$ cat config.mk
export PLATFORM = sky130hd
export DESIGN_NAME = addr_gen_unit
export DESIGN_NICKNAME = d
export VERILOG_FILES = /design/src/rtl/agu_pkg.sv /design/src/rtl/agu_revcarry_add.sv /design/src/rtl/agu_circ_next.sv /design/src/rtl/agu_hazard_track.sv /design/src/rtl/addr_gen_unit.sv
export SDC_FILE = /design/constraint.sdc
export NUM_CORES = 1
export LEC_CHECK = 0
export ABC_AREA = 1
export BUFFER_PORTS_ARGS = -buffer_cell sky130_fd_sc_hd__buf_4
export CORE_MARGIN = 3
export CORE_UTILIZATION = 40
export CTS_CLUSTER_DIAMETER = 30
export DETAILED_ROUTE_END_ITERATION = 7
export PLACE_DENSITY_LB_ADDON = 0.1
export SKIP_CTS_REPAIR_TIMING = 1
export SLEW_MARGIN = 20
export SYNTH_ARGS = -nofsm -noshare
export SYNTH_HDL_FRONTEND = slang
export SYNTH_SLANG_ARGS = --single-unit
$ cat constraint.sdc
create_clock -name clk -period 12.75 [get_ports clk]
set_input_delay 2.55 -clock clk [delete_from_list [all_inputs] [get_ports clk]]
set_output_delay 2.55 -clock clk [all_outputs]
set_load 0.01 [all_outputs]
$ cat src/rtl/agu_pkg.sv
// Shared encodings for the address generator.
package agu_pkg;
    typedef enum logic [1:0] {
        AM_LIN  = 2'b00,
        AM_CIRC = 2'b01,
        AM_REV  = 2'b10,
        AM_REL  = 2'b11
    } acc_mode_e;

    typedef enum logic [1:0] {
        WK_IDX  = 2'b00,
        WK_BASE = 2'b01,
        WK_LEN  = 2'b10,
        WK_NONE = 2'b11
    } wr_kind_e;
endpackage

$ cat src/rtl/agu_revcarry_add.sv
// Reverse-carry adder: the carry moves from the MSB toward the LSB.
// It is built as reverse(reverse(a) + reverse(b)), and the carry out is dropped.
// Purely combinational; no assumptions on the operands.
module agu_revcarry_add #(
    parameter int W = 32
) (
    input  logic [W-1:0] a,
    input  logic [W-1:0] b,
    output logic [W-1:0] s
);
    logic [W-1:0] a_r, b_r, s_r;

    // mirror the operands and the sum bit by bit
    for (genvar g = 0; g < W; g++) begin : g_mirror
        assign a_r[g] = a[W-1-g];
        assign b_r[g] = b[W-1-g];
        assign s[g]   = s_r[W-1-g];
    end

    // ordinary addition in the mirrored domain
    assign s_r = a_r + b_r;

    // adding zero must return the other operand unchanged
    always_comb begin
        if (b == '0) begin
            a_zero_identity_r7: assert (s == a);
        end
    end
endmodule

$ cat src/rtl/agu_circ_next.sv
// Next index for a circular access. It wraps the post-modify sum back into [base, base+len).
// Assumes |modify| <= len and that the window does not cross 2^32.
// A length of zero turns wrapping off.
module agu_circ_next #(
    parameter int W = 32
) (
    input  logic [W-1:0] idx,
    input  logic [W-1:0] modv,
    input  logic [W-1:0] base,
    input  logic [W-1:0] len,
    output logic [W-1:0] nxt
);
    logic [W-1:0] sum, win_end;

    assign sum     = idx + modv;
    assign win_end = base + len;

    // fold the sum into the window by one length at most
    always_comb begin
        if (len == '0)          nxt = sum;
        else if (sum >= win_end) nxt = sum - len;
        else if (sum < base)    nxt = sum + len;
        else                    nxt = sum;
    end

    // a zero length must give the linear result
    always_comb begin
        if (len == '0) begin
            zero_len_linear_r6: assert (nxt == idx + modv);
        end
    end
endmodule

$ cat src/rtl/agu_hazard_track.sv
// Per-pointer settle counters. A base or length write to a pointer blocks its
// circular use in the write cycle and in the next HAZ-1 cycles.
// Assumes HAZ >= 1.
module agu_hazard_track #(
    parameter int NIDX = 4,
    parameter int HAZ  = 4,
    parameter int SW   = 2
) (
    input  logic          clk,
    input  logic          rst_n,
    input  logic          wr_bl,
    input  logic [SW-1:0] wr_sel,
    input  logic [SW-1:0] chk_sel,
    output logic          busy
);
    localparam int CW = (HAZ > 2) ? $clog2(HAZ) : 1;
    localparam logic [CW-1:0] LOAD = CW'(HAZ - 1);

    logic [CW-1:0] cnt_q [NIDX];

    for (genvar g = 0; g < NIDX; g++) begin : g_cnt
        // load the window on a base/length write, then count it down
        always_ff @(posedge clk) begin
            if (!rst_n)                               cnt_q[g] <= '0;
            else if (wr_bl && wr_sel == SW'(g))       cnt_q[g] <= LOAD;
            else if (cnt_q[g] != '0)                  cnt_q[g] <= cnt_q[g] - 1'b1;
        end

        // after a write the counter always starts at the full window
        p_cnt_load_r8: assert property (@(posedge clk) disable iff (!rst_n)
            (wr_bl && wr_sel == SW'(g)) |=> (cnt_q[g] == LOAD));
    end

    // blocked while a counter runs or a write hits the same pointer now
    assign busy = (cnt_q[chk_sel] != '0) || (wr_bl && wr_sel == chk_sel);
endmodule

$ cat src/rtl/addr_gen_unit.sv
// Address generator top. It holds NIDX index/base/length triples.
// Each cycle it serves one access in linear, circular, bit-reverse or relative mode,
// and one register write. The write takes priority over the index update of the same pointer.
// Results are registered, one cycle after the access.
module addr_gen_unit
    import agu_pkg::*;
#(
    parameter int AW   = 32,
    parameter int NIDX = 4,
    parameter int HAZ  = 4
) (
    input  logic                                  clk,
    input  logic                                  rst_n,
    input  logic                                  wr_en,
    input  logic [1:0]                            wr_kind,
    input  logic [((NIDX > 1) ? $clog2(NIDX) : 1)-1:0] wr_sel,
    input  logic [AW-1:0]                         wr_data,
    input  logic                                  acc_en,
    input  logic [1:0]                            acc_mode,
    input  logic [((NIDX > 1) ? $clog2(NIDX) : 1)-1:0] acc_sel,
    input  logic [AW-1:0]                         acc_mod,
    output logic [AW-1:0]                         ea_out,
    output logic                                  ea_valid,
    output logic                                  haz_flag
);
    localparam int SW = (NIDX > 1) ? $clog2(NIDX) : 1;

    logic [AW-1:0] idx_q  [NIDX];
    logic [AW-1:0] base_q [NIDX];
    logic [AW-1:0] len_q  [NIDX];

    acc_mode_e     mode;
    wr_kind_e      kind;
    logic [AW-1:0] cur_idx, cur_base, cur_len, cur_end;
    logic [AW-1:0] lin_sum, circ_nxt, rev_sum, nxt_idx, ea_now;
    logic          wr_bl, busy, blocked, go, upd;

    assign mode     = acc_mode_e'(acc_mode);
    assign kind     = wr_kind_e'(wr_kind);
    assign cur_idx  = idx_q[acc_sel];
    assign cur_base = base_q[acc_sel];
    assign cur_len  = len_q[acc_sel];
    assign cur_end  = cur_base + cur_len;
    assign lin_sum  = cur_idx + acc_mod;
    assign wr_bl    = wr_en && (kind == WK_BASE || kind == WK_LEN);

    agu_circ_next #(.W(AW)) u_circ (
        .idx(cur_idx), .modv(acc_mod), .base(cur_base), .len(cur_len), .nxt(circ_nxt)
    );

    agu_revcarry_add #(.W(AW)) u_rev (
        .a(cur_idx), .b(acc_mod), .s(rev_sum)
    );

    agu_hazard_track #(.NIDX(NIDX), .HAZ(HAZ), .SW(SW)) u_haz (
        .clk(clk), .rst_n(rst_n), .wr_bl(wr_bl), .wr_sel(wr_sel),
        .chk_sel(acc_sel), .busy(busy)
    );

    assign blocked = acc_en && mode == AM_CIRC && busy;
    assign go      = acc_en && !blocked;
    assign upd     = go && mode != AM_REL;

    // pick the updated index and the effective address for this access
    always_comb begin
        unique case (mode)
            AM_LIN:  nxt_idx = lin_sum;
            AM_CIRC: nxt_idx = circ_nxt;
            AM_REV:  nxt_idx = rev_sum;
            default: nxt_idx = cur_idx;
        endcase
        ea_now = (mode == AM_REL) ? lin_sum : cur_idx;
    end

    // register bank: writes win over the access update of the same pointer
    always_ff @(posedge clk) begin
        if (!rst_n) begin
            for (int i = 0; i < NIDX; i++) begin
                idx_q[i]  <= '0;
                base_q[i] <= '0;
                len_q[i]  <= '0;
            end
        end else begin
            for (int i = 0; i < NIDX; i++) begin
                if (wr_en && kind == WK_IDX && wr_sel == SW'(i))
                    idx_q[i] <= wr_data;
                else if (upd && acc_sel == SW'(i))
                    idx_q[i] <= nxt_idx;
                if (wr_en && kind == WK_BASE && wr_sel == SW'(i))
                    base_q[i] <= wr_data;
                if (wr_en && kind == WK_LEN && wr_sel == SW'(i))
                    len_q[i] <= wr_data;
            end
        end
    end

    // output stage: address, valid strobe and hazard flag
    always_ff @(posedge clk) begin
        if (!rst_n) begin
            ea_out   <= '0;
            ea_valid <= 1'b0;
            haz_flag <= 1'b0;
        end else begin
            if (go) ea_out <= ea_now;
            ea_valid <= go;
            haz_flag <= blocked;
        end
    end

    // relative access leaves the pointer alone unless written
    p_rel_keeps_idx_r3: assert property (@(posedge clk) disable iff (!rst_n)
        (acc_en && mode == AM_REL && !(wr_en && kind == WK_IDX && wr_sel == acc_sel))
        |=> (idx_q[$past(acc_sel)] == $past(cur_idx)));

    // a circular step from inside the window stays inside it
    p_circ_in_window_r4: assert property (@(posedge clk) disable iff (!rst_n)
        (go && mode == AM_CIRC && cur_len != '0 && cur_base >= cur_len &&
         cur_end + cur_len > cur_end && cur_idx >= cur_base && cur_idx < cur_end &&
         (acc_mod <= cur_len || (AW'(0) - acc_mod) <= cur_len) &&
         !(wr_en && kind == WK_IDX && wr_sel == acc_sel))
        |=> (idx_q[$past(acc_sel)] >= $past(cur_base) &&
             idx_q[$past(acc_sel)] <  $past(cur_end)));

    // a circular access that meets a same-cycle base/length write is refused
    p_same_cycle_block_r8: assert property (@(posedge clk) disable iff (!rst_n)
        (acc_en && mode == AM_CIRC && wr_bl && wr_sel == acc_sel)
        |=> (haz_flag && !ea_valid));

    // the index write wins over the update
    p_write_wins_r9: assert property (@(posedge clk) disable iff (!rst_n)
        (wr_en && kind == WK_IDX) |=> (idx_q[$past(wr_sel)] == $past(wr_data)));

    // non-circular accesses always answer next cycle
    p_noncirc_valid_r10: assert property (@(posedge clk) disable iff (!rst_n)
        (acc_en && mode != AM_CIRC) |=> ea_valid);

    // idle cycles give neither strobe
    p_idle_quiet_r10: assert property (@(posedge clk) disable iff (!rst_n)
        !acc_en |=> (!ea_valid && !haz_flag));
endmodule

Yosys cells after proc, flatten, opt, wreduce, memory -nomap -nowiden. Memories as Yosys holds them, arrays and structs flattened. Index checks and enable logic that the tools add are counted.

Input bits: 76. Bits in registers: 34. Logic and storage cells: 207. Output and inout port bits: 34. Memories kept: 4. RAM bits: 392.

Add/subtract/negate cells: 9. Reduce and logical (&&, ||, !) cells: 42. Equality and inequality tests: 13. Magnitude comparators: 2. Bitwise gates (word level): 24. Mux-type cells: 110.

Memories: base_q (depth 4, bits a word 32, read ports 1, clocked after Yosys merged registers in 0, wr ports 4, RTL line addr_gen_unit.sv:29) `logic [AW-1:0] base_q [NIDX];`; idx_q (depth 4, bits a word 32, read ports 1, clocked after Yosys merged registers in 0, wr ports 4, RTL line addr_gen_unit.sv:28) `logic [AW-1:0] idx_q [NIDX];`; len_q (depth 4, bits a word 32, read ports 1, clocked after Yosys merged registers in 0, wr ports 4, RTL line addr_gen_unit.sv:30) `logic [AW-1:0] len_q [NIDX];`; u_haz.cnt_q (depth 4, bits a word 2, read ports 5, clocked after Yosys merged registers in 0, wr ports 4, RTL line agu_hazard_track.sv:19) `logic [CW-1:0] cnt_q [NIDX];`.

Operators with widths (number): 2-to-1 mux 32 bit (20); adder 32 bit (4); one-hot mux 32 bit (3 select lines) (1); 2-to-1 mux 1 bit (81); >= comparator 32 bit (1); zero test 32 bit (1); < comparator 32 bit (1); subtractor 32 bit (1); logical AND 1 bit (29); OR 1 bit (24); 2-to-1 mux 2 bit (8); == test 2 bit (second input constant) (7); nonzero test 2 bit (5); == test 2 x 1 -> 1 bit (second input constant) (4); zero test 2 bit (4); subtractor 2 x 1 -> 2 bit (second input constant) (4); == test 2 bit (1); logical OR 1 bit (2); inequality test 2 bit (second input constant) (1); zero test 1 bit (1).

Longest topological paths before layout. Gate-level depths: netlist of run 1.

Word-level depth: 15. Mapped depth: 44. Gate-level depth less buffers: 40.

Cells and area by module. From an unflattened synthesis of run 1, not the netlist that was laid out.

Cells, all modules: 4541. Area total of the unflattened synthesis: 33722.3 µm².

By module, submodules not included: addr_gen_unit (area an instance 21628.2 µm², sequential area each 12211.7 µm², cells each 2389, instances 1); agu_circ_next (area an instance 9160.0 µm², sequential area each 0.0 µm², cells each 1581, instances 1); agu_revcarry_add (area an instance 2323.5 µm², sequential area each 0.0 µm², cells each 491, instances 1); agu_hazard_track (area an instance 610.6 µm², sequential area each 240.2 µm², cells each 80, instances 1).

Least setup slack after synthesis of run 1. OpenSTA, ideal clock, no wires.

Kind: input port to flip-flop. From: in acc_sel[0] in the netlist's numbering. To: mem idx_q[0][21], data pin. Data required time: 12.496 ns. Setup time: 0.254 ns. Arrival: 8.257 ns. Cell stages on the path: 41. Slack: 4.240 ns. Cells stage by stage: buf_4 > nor2_2 > buf_2 > buf_6 > clkbuf_1 > buf_1 > a22oi_1 > and2_1 > inv_1 > ha_1 > a21oi_1 > nand2_1 > a21oi_1 > o21bai_1 > a21boi_0 > o21ai_0 > a21oi_1 > o21bai_1 > [... 5 more ...] > ha_1 > nand2_1 > nor3_1 > nand2_1 > inv_1 > nand2_1 > nor2_1 > nand3_1 > nor2_1 > nor2_1 > nand2_2 > buf_4 > buf_4 > nor2_1 > o21ai_1 > nand3_1 > nand3_1 > nand2_1.

RTL lines: start: declaration (RTL line addr_gen_unit.sv:20) `input logic [((NIDX > 1) ? $clog2(NIDX) : 1)-1:0] acc_sel,`; end: declaration (RTL line addr_gen_unit.sv:28).

==> results of run 1 <==
[state kept, by name, indices dropped and copies added (netlist names)]
name and cells:
len_q 128, haz_flag 1, ea_valid 1, u_haz.cnt_q 8, ea_out 32, idx_q 128
base_q 128
[routing by layer]
metal	track usage, %	routed length, um	up-vias
li1	-	-	13812
met1	44.42	56810	14352
met2	48.84	57870	1528
met3	6.135	12170	217
met4	11.05	4579	6
met5	0	40	-
[cell usage after synthesis (all sizes together) (42+ instances only)]
master / number
nand2: 853
nor2: 512
inv: 485
edfxtp: 392
nand3: 253
a21oi: 239
o21ai: 237
ha: 184
a22oi: 136
clkbuf: 130
xor2: 86
and2: 54
nand4: 42
[critical path, delay by kind of cell]
family | cells | cell delay [ns]
AOI/OAI and AO/OA | 14 | 2.78
and+or+nand+nor | 17 | 2.44
adders and majority gates | 2 | 0.60
buffers and inverters | 7 | 1.48
xor gates and xnor gates | 1 | 0.17
[worst paths after layout]
path	from	cells after the start	slack, ns	end
min	ea_out[7]	2	0.49	ea_out[7]
max reg2reg	len_q[0][2]	37	5.64	idx_q[2][28]
max	acc_sel[0]	41	3.07	idx_q[2][28]
min reg2reg	ea_out[7]	2	0.49	ea_out[7]
[stage by stage]
| stage | hold slack (ns) | cell area [um2] | instances | utilization (%) |
|---|---|---|---|---|
| after floorplan | 0.5088 | 30960 | 3979 | - |
| after global placement | 0.4872 | 33040 | 5025 | 43.28 |
| after detailed placement | 0.4812 | 33040 | 5025 | 43.28 |
| after CTS | 0.4881 | 36210 | 5201 | 47.44 |
| after global routing | 0.5241 | 36210 | 5201 | 47.44 |
| final | 0.4915 | 36210 | 5201 | 47.44 |
[where the power goes]
group | leakage, nW | switching (mW) | total, mW | internal [mW]
Sequential | 4.15 | 0.0318 | 1.67 | 1.63
Clock | 1.52 | 0.804 | 2.41 | 1.61
Combinational | 10.5 | 1.79 | 2.53 | 0.738
Total | 16.1 | 2.63 | 6.61 | 3.98
[cell families (layout without fill, tap and decap cells)]
family	after synthesis	after routing	synth area share, %
flip-flops	426	426	40.22
AO/OA/AOI/OAI	819	819	16.28
buffers and inverters	666	858	8.403
AND/OR/NAND/NOR	1772	1772	24.30
adder cells (fa/ha/maj)	189	189	7.760
XOR/XNOR	107	107	3.027
[layout make-up]
cell class	instances	area [um2]	share of cell area, %
Timing Repair Buffer	187	1404	3.877
Inverter	495	1859	5.135
Tap cell	1030	1289	3.559
Multi-Input combinational cell	2887	16030	44.27
Sequential cell	426	12450	34.39
Clock inverter	63	689.4	1.904
Clock buffer	113	2485	6.862
==> metrics, run 1 <==
largest net degree at the start of global routing=52; PnR worst setup slack=between 3 and 4 ns; Max Cap Viol=0; GPL Wtd Cong=0.9859; antenna cells=0; layout cells sized above 1=9.926%; final setup vio count=0; pre-CTS setup slack=around 2.6 ns; Final Max Slew Viols=0; port bufs=109; cell area after synthesis=between 30000 and 40000 um2; top cells by area, synth=edfxtp_1 (38%), nand2_1 (10%), ha_1 (7.4%); Distinct cells, synth=62; Die Y=~280 um; unrepaired setup endpoints after global routing=false; Peak Freq=between 0.1 and 0.15 GHz; Antenna Nets Post-Route=0; Via density=about 5.8; final setup TNS=0 ns; total grt overflow=0; PnR Total Power=around 6.6 mW; Slew HR=between 10% and 20%; first-pass GRT wire length=around 190000 um; DR vias=around 30k; Core Area=roughly 76000 um2; worst path required time=13.11 ns; drt pass-1 iters=6; Die Outline Area=80770 um2; Synth warnings=0; area leader, netlist=edfxtp_1; H-tree depth=3; cells after synthesis=between 3k and 4k; Tcrit/Tclk final=75.92%; fin crit period=9.680 ns; commonest non-fill, non-tap cell in the layout=nand2_1; Synthesized Nets=~4.2k; GRT Overall Usage=a little under a third; status=finished clean; most frequent cells in the layout=nand2_1 (837), nor2_1 (497), inv_1 (474); Detailed Route Iter0 Violations=between 3k and 4k; Power Dens Cells=between 150 and 200 nW/um2; slowest CP cell=nor2_4; Clock Skews=between 0.02 and 0.03 ns; Root Buffer=clkbuf_16; CTS tree=done; sequential fraction of the synthesis area=approximately two fifths; Inserted Clock Buffers=95; CP arrival=between 10 and 15 ns; register bit total from synthesis=about 430; Die W=roughly 280 um; IO Count=110; Final Routed Wirelength=131500 um; Post-synth EDFFs=about 390; ys flop type=edfxtp_1; Tightest Pin Transition=~1.3 ns; most frequent CP cell=nand2_1; syn avg cell area=about 8 um2; CP Launch Type=input pin; HP Class=reg -> reg; P&R area growth vs syn=16.97%; Rows=a little over 100; Fin. Hold Viols=0; Max Fanout on Critical Path=30; DP HPWL=97490 um; Longest Clk Path Bufs=3; worst vdd ir=approximately 0.00012 V; Final #Nets=about 4.4k; Worst-Skew Late Latency=0.64 ns; DRC viols=0; initial core utilization=about 41%; CTS clk-pin slew, worst paths=about 0.04 ns; Synth top area share=around two fifths; asr flop ratio synth=0%; CTS sink cnt=approximately 430; DR WL/cell=about 25 um; Setup CP Type=in -> reg; initial antenna violation count=4; vias in the first global route=~28k; slowest cell delay on critical path=approximately 0.66 ns; Pleak=16.15 nW; final-layout fill cell count=~7.7k; CP endpoint kind=register
Note: power is estimated with default switching activity, not from simulation.
==> run 2: changes to the inputs <==
Clock period 12.75 ns to 10.1 ns, I/O delays scaled along.
==> run 2 against run 1 <==
  * Via count shrank 0.88%
  * Largest cell class unchanged
  * Highest routed layer is now met4
  * Clock-buffer cell count shrank 3
  * Non-clock buffer count grew 2
  * First-iteration DRC count shrank 8.2%
  * Register-to-register slack lost 2.7 ns
  * Sequential share of layout area grew 0.063 points
  * Sequential power grew 26%
  * Design area shrank 0.18%
  * Flip-flop and latch count is the same
  * Combinational power grew 24%
  * Worst hold slack is essentially flat
  * Clock skew grew 0.0041 ns
==> metrics, run 2 (same netlist as run 1, synthesis figures left out) <==
layer with the highest usage=met2; commonest non-fill, non-tap cell in the layout=nand2_1; DRC viols=0 (unchanged); Tightest Pin Transition=1.042 ns (-0.2811 ns); Slew HR=29.47% (+18 points); Die W=284.2 um (unchanged); worst path required time=10.44 ns (-2.67 ns); Tcrit/Tclk final=between 80% and 90%; unrepaired setup endpoints after global routing=false; Final Max Slew Viols=0 (unchanged); Longest Clk Path Bufs=3 (unchanged); Final Routed Wirelength=129400 um (-1.5%); Die Outline Area=80770 um2 (unchanged); most frequent CP cell=nand2_1; slowest cell delay on critical path=0.54 ns (-0.12 ns); pre-CTS setup slack=1.048 ns (-1.545 ns); Max Cap Viol=0 (unchanged); CP endpoint kind=register; Rows=101 (unchanged); Worst-Skew Late Latency=0.64 ns (about the same); Cells after DPL=5027 (+0.040%); Max Fanout on Critical Path=33 (+10%); slowest CP cell=a221oi_1; worst vdd ir=0.0001412 V (+19%); GPL Wtd Cong=0.9715 (-1.5%); hold depth=2 (unchanged); DR WL/cell=24.91 um (-1.5%); final hold slack=0.4912 ns (-0.0002920 ns); H-tree depth=3 (unchanged); drt pass-1 iters=6 (unchanged); initial core utilization=40.56% (unchanged); final setup TNS=0 ns (unchanged); initial antenna violation count=3 (-1); HP Class=reg -> reg; P&R area growth vs syn=16.75%; Detailed Route Iter0 Violations=3264 (-8.2%); port bufs=109 (unchanged); GR Util met1=43.80% (-0.61 points); vias in the first global route=28.26k (-0.57%); FF-to-FF End=idx_q[2][20]; status=finished clean; Peak Freq=around 0.12 GHz; CP arrival=8.94 ns (-1.10 ns); Hold Path Origin=ea_out[8]; layout cells sized above 1=9.940% (+0.014 points); CTS sink cnt=426 (unchanged); Root Buffer=clkbuf_16; FF-to-FF path depth=36 (-2.7%); Setup CP Type=in -> reg; Fin. Hold Viols=0 (unchanged); largest net degree at the start of global routing=57 (+9.6%); CP Launch Type=input pin; Finished Layout Cells=5197 (-0.077%); GR Util met2=49.56% (+0.72 points); Min-Delay Endpoint=ea_out[8]; fin util=47.35% (-0.087 points); Inserted Clock Buffers=92 (-3.2%); fin crit period=around 8.6 ns; Antenna Nets Post-Route=0 (unchanged); Pleak=16.13 nW (-0.15%); GRT Overall Usage=31.24% (-0.44 points); Core Area=76330 um2 (unchanged); DP HPWL=95650 um (-1.9%); DR vias=29.65k (-0.88%); IO Count=110 (unchanged); PnR worst setup slack=1.497 ns (-1.573 ns); total grt overflow=0 (unchanged); CTS clk-pin slew, worst paths=0.04 ns (about the same); first-pass GRT wire length=188600 um (-0.93%); Power Dens Cells=227.0 nW/um2 (+24%); most frequent cells in the layout=nand2_1 (837), nor2_1 (497), inv_1 (474); final setup vio count=0 (unchanged); Final #Nets=4356 (-0.023%); Die Y=284.2 um (unchanged); CTS tree=done; Clock Skews=0.03228 ns (+0.004148 ns); worst r2r src=len_q[0][2]; Reg2Reg Setup Slack=2.93 ns (-2.71 ns); Regs by FF count=base_q (128), idx_q (128), len_q (128); GR Util met3=5.621% (-0.51 points); Via density=5.706 (-0.80%)
==> run 2: changes by cell type in the layout (fill, tap and decap cells not counted), sizes merged <==
cell / before / now
diode: 0 / 2
clkinv: 47 / 42
clkbuf: 113 / 110
buf: 187 / 189
inv: 490 / 491
clkinvlp: 10 / 9
==> run 2: final cells by class <==
cell class                 count  area [um2]
inverter                     495        1859
multi-input combinational   2887       16030
clock inverter                58       670.6
sequential                   426       12450
fill                        7767       40180
timing repair buffer         189        1456
clock buffer                 110        2380
antenna                        2       5.005
tap                         1030        1289
==> run 2: worst max-delay path, delay by kind of cell <==
| kind | cells | cell delay (ns) |
|---|---|---|
| compound gates | 15 | 3.40 |
| xor+xnor | 1 | 0.16 |
| fa+ha+maj | 2 | 0.68 |
| buf+inv | 6 | 0.85 |
| simple gates | 15 | 1.79 |
==> run 2: layer usage <==
metal / part of all wire, % / vias to the layer above / wire, um
li1: - / 13809 / -
met1: 44 / 14263 / 56820
met2: 45 / 1388 / 58390
met3: 8.3 / 192 / 10800
met4: 2.7 / 0 / 3432
met5: 0 / - / 0
==> run 2: how the worst max path moves through the flow <==
stage / to / depth (start not counted) / start / slack, ns
6_report: idx_q[2][20] / 39 / acc_sel[0] / 1.50
5_1_grt: idx_q[1][30] / 41 / acc_sel[0] / 0.73
4_1_cts: idx_q[2][20] / 39 / acc_sel[0] / 1.67
3_5_place_dp: idx_q[3][20] / 39 / acc_sel[0] / 1.05
3_3_place_gp: idx_q[3][20] / 39 / acc_sel[0] / 1.11
2_1_floorplan: idx_q[0][21] / 41 / acc_sel[0] / 2.12
==> run 2: where the power goes <==
part	total [mW]	internal, mW	switching (mW)	leakage (nW)
Combinational	3.14	0.935	2.21	10.5
Clock	2.96	1.96	0.996	1.47
Sequential	2.10	2.06	0.0419	4.15
==> run 2: per-stage QoR <==
stage	power, mW	cell area (um2)
after global routing	8.619	36140
final	8.203	36140
after floorplan	4.151	30960
after CTS	8.150	36140
after detailed placement	5.184	33090
after global placement	5.191	33090
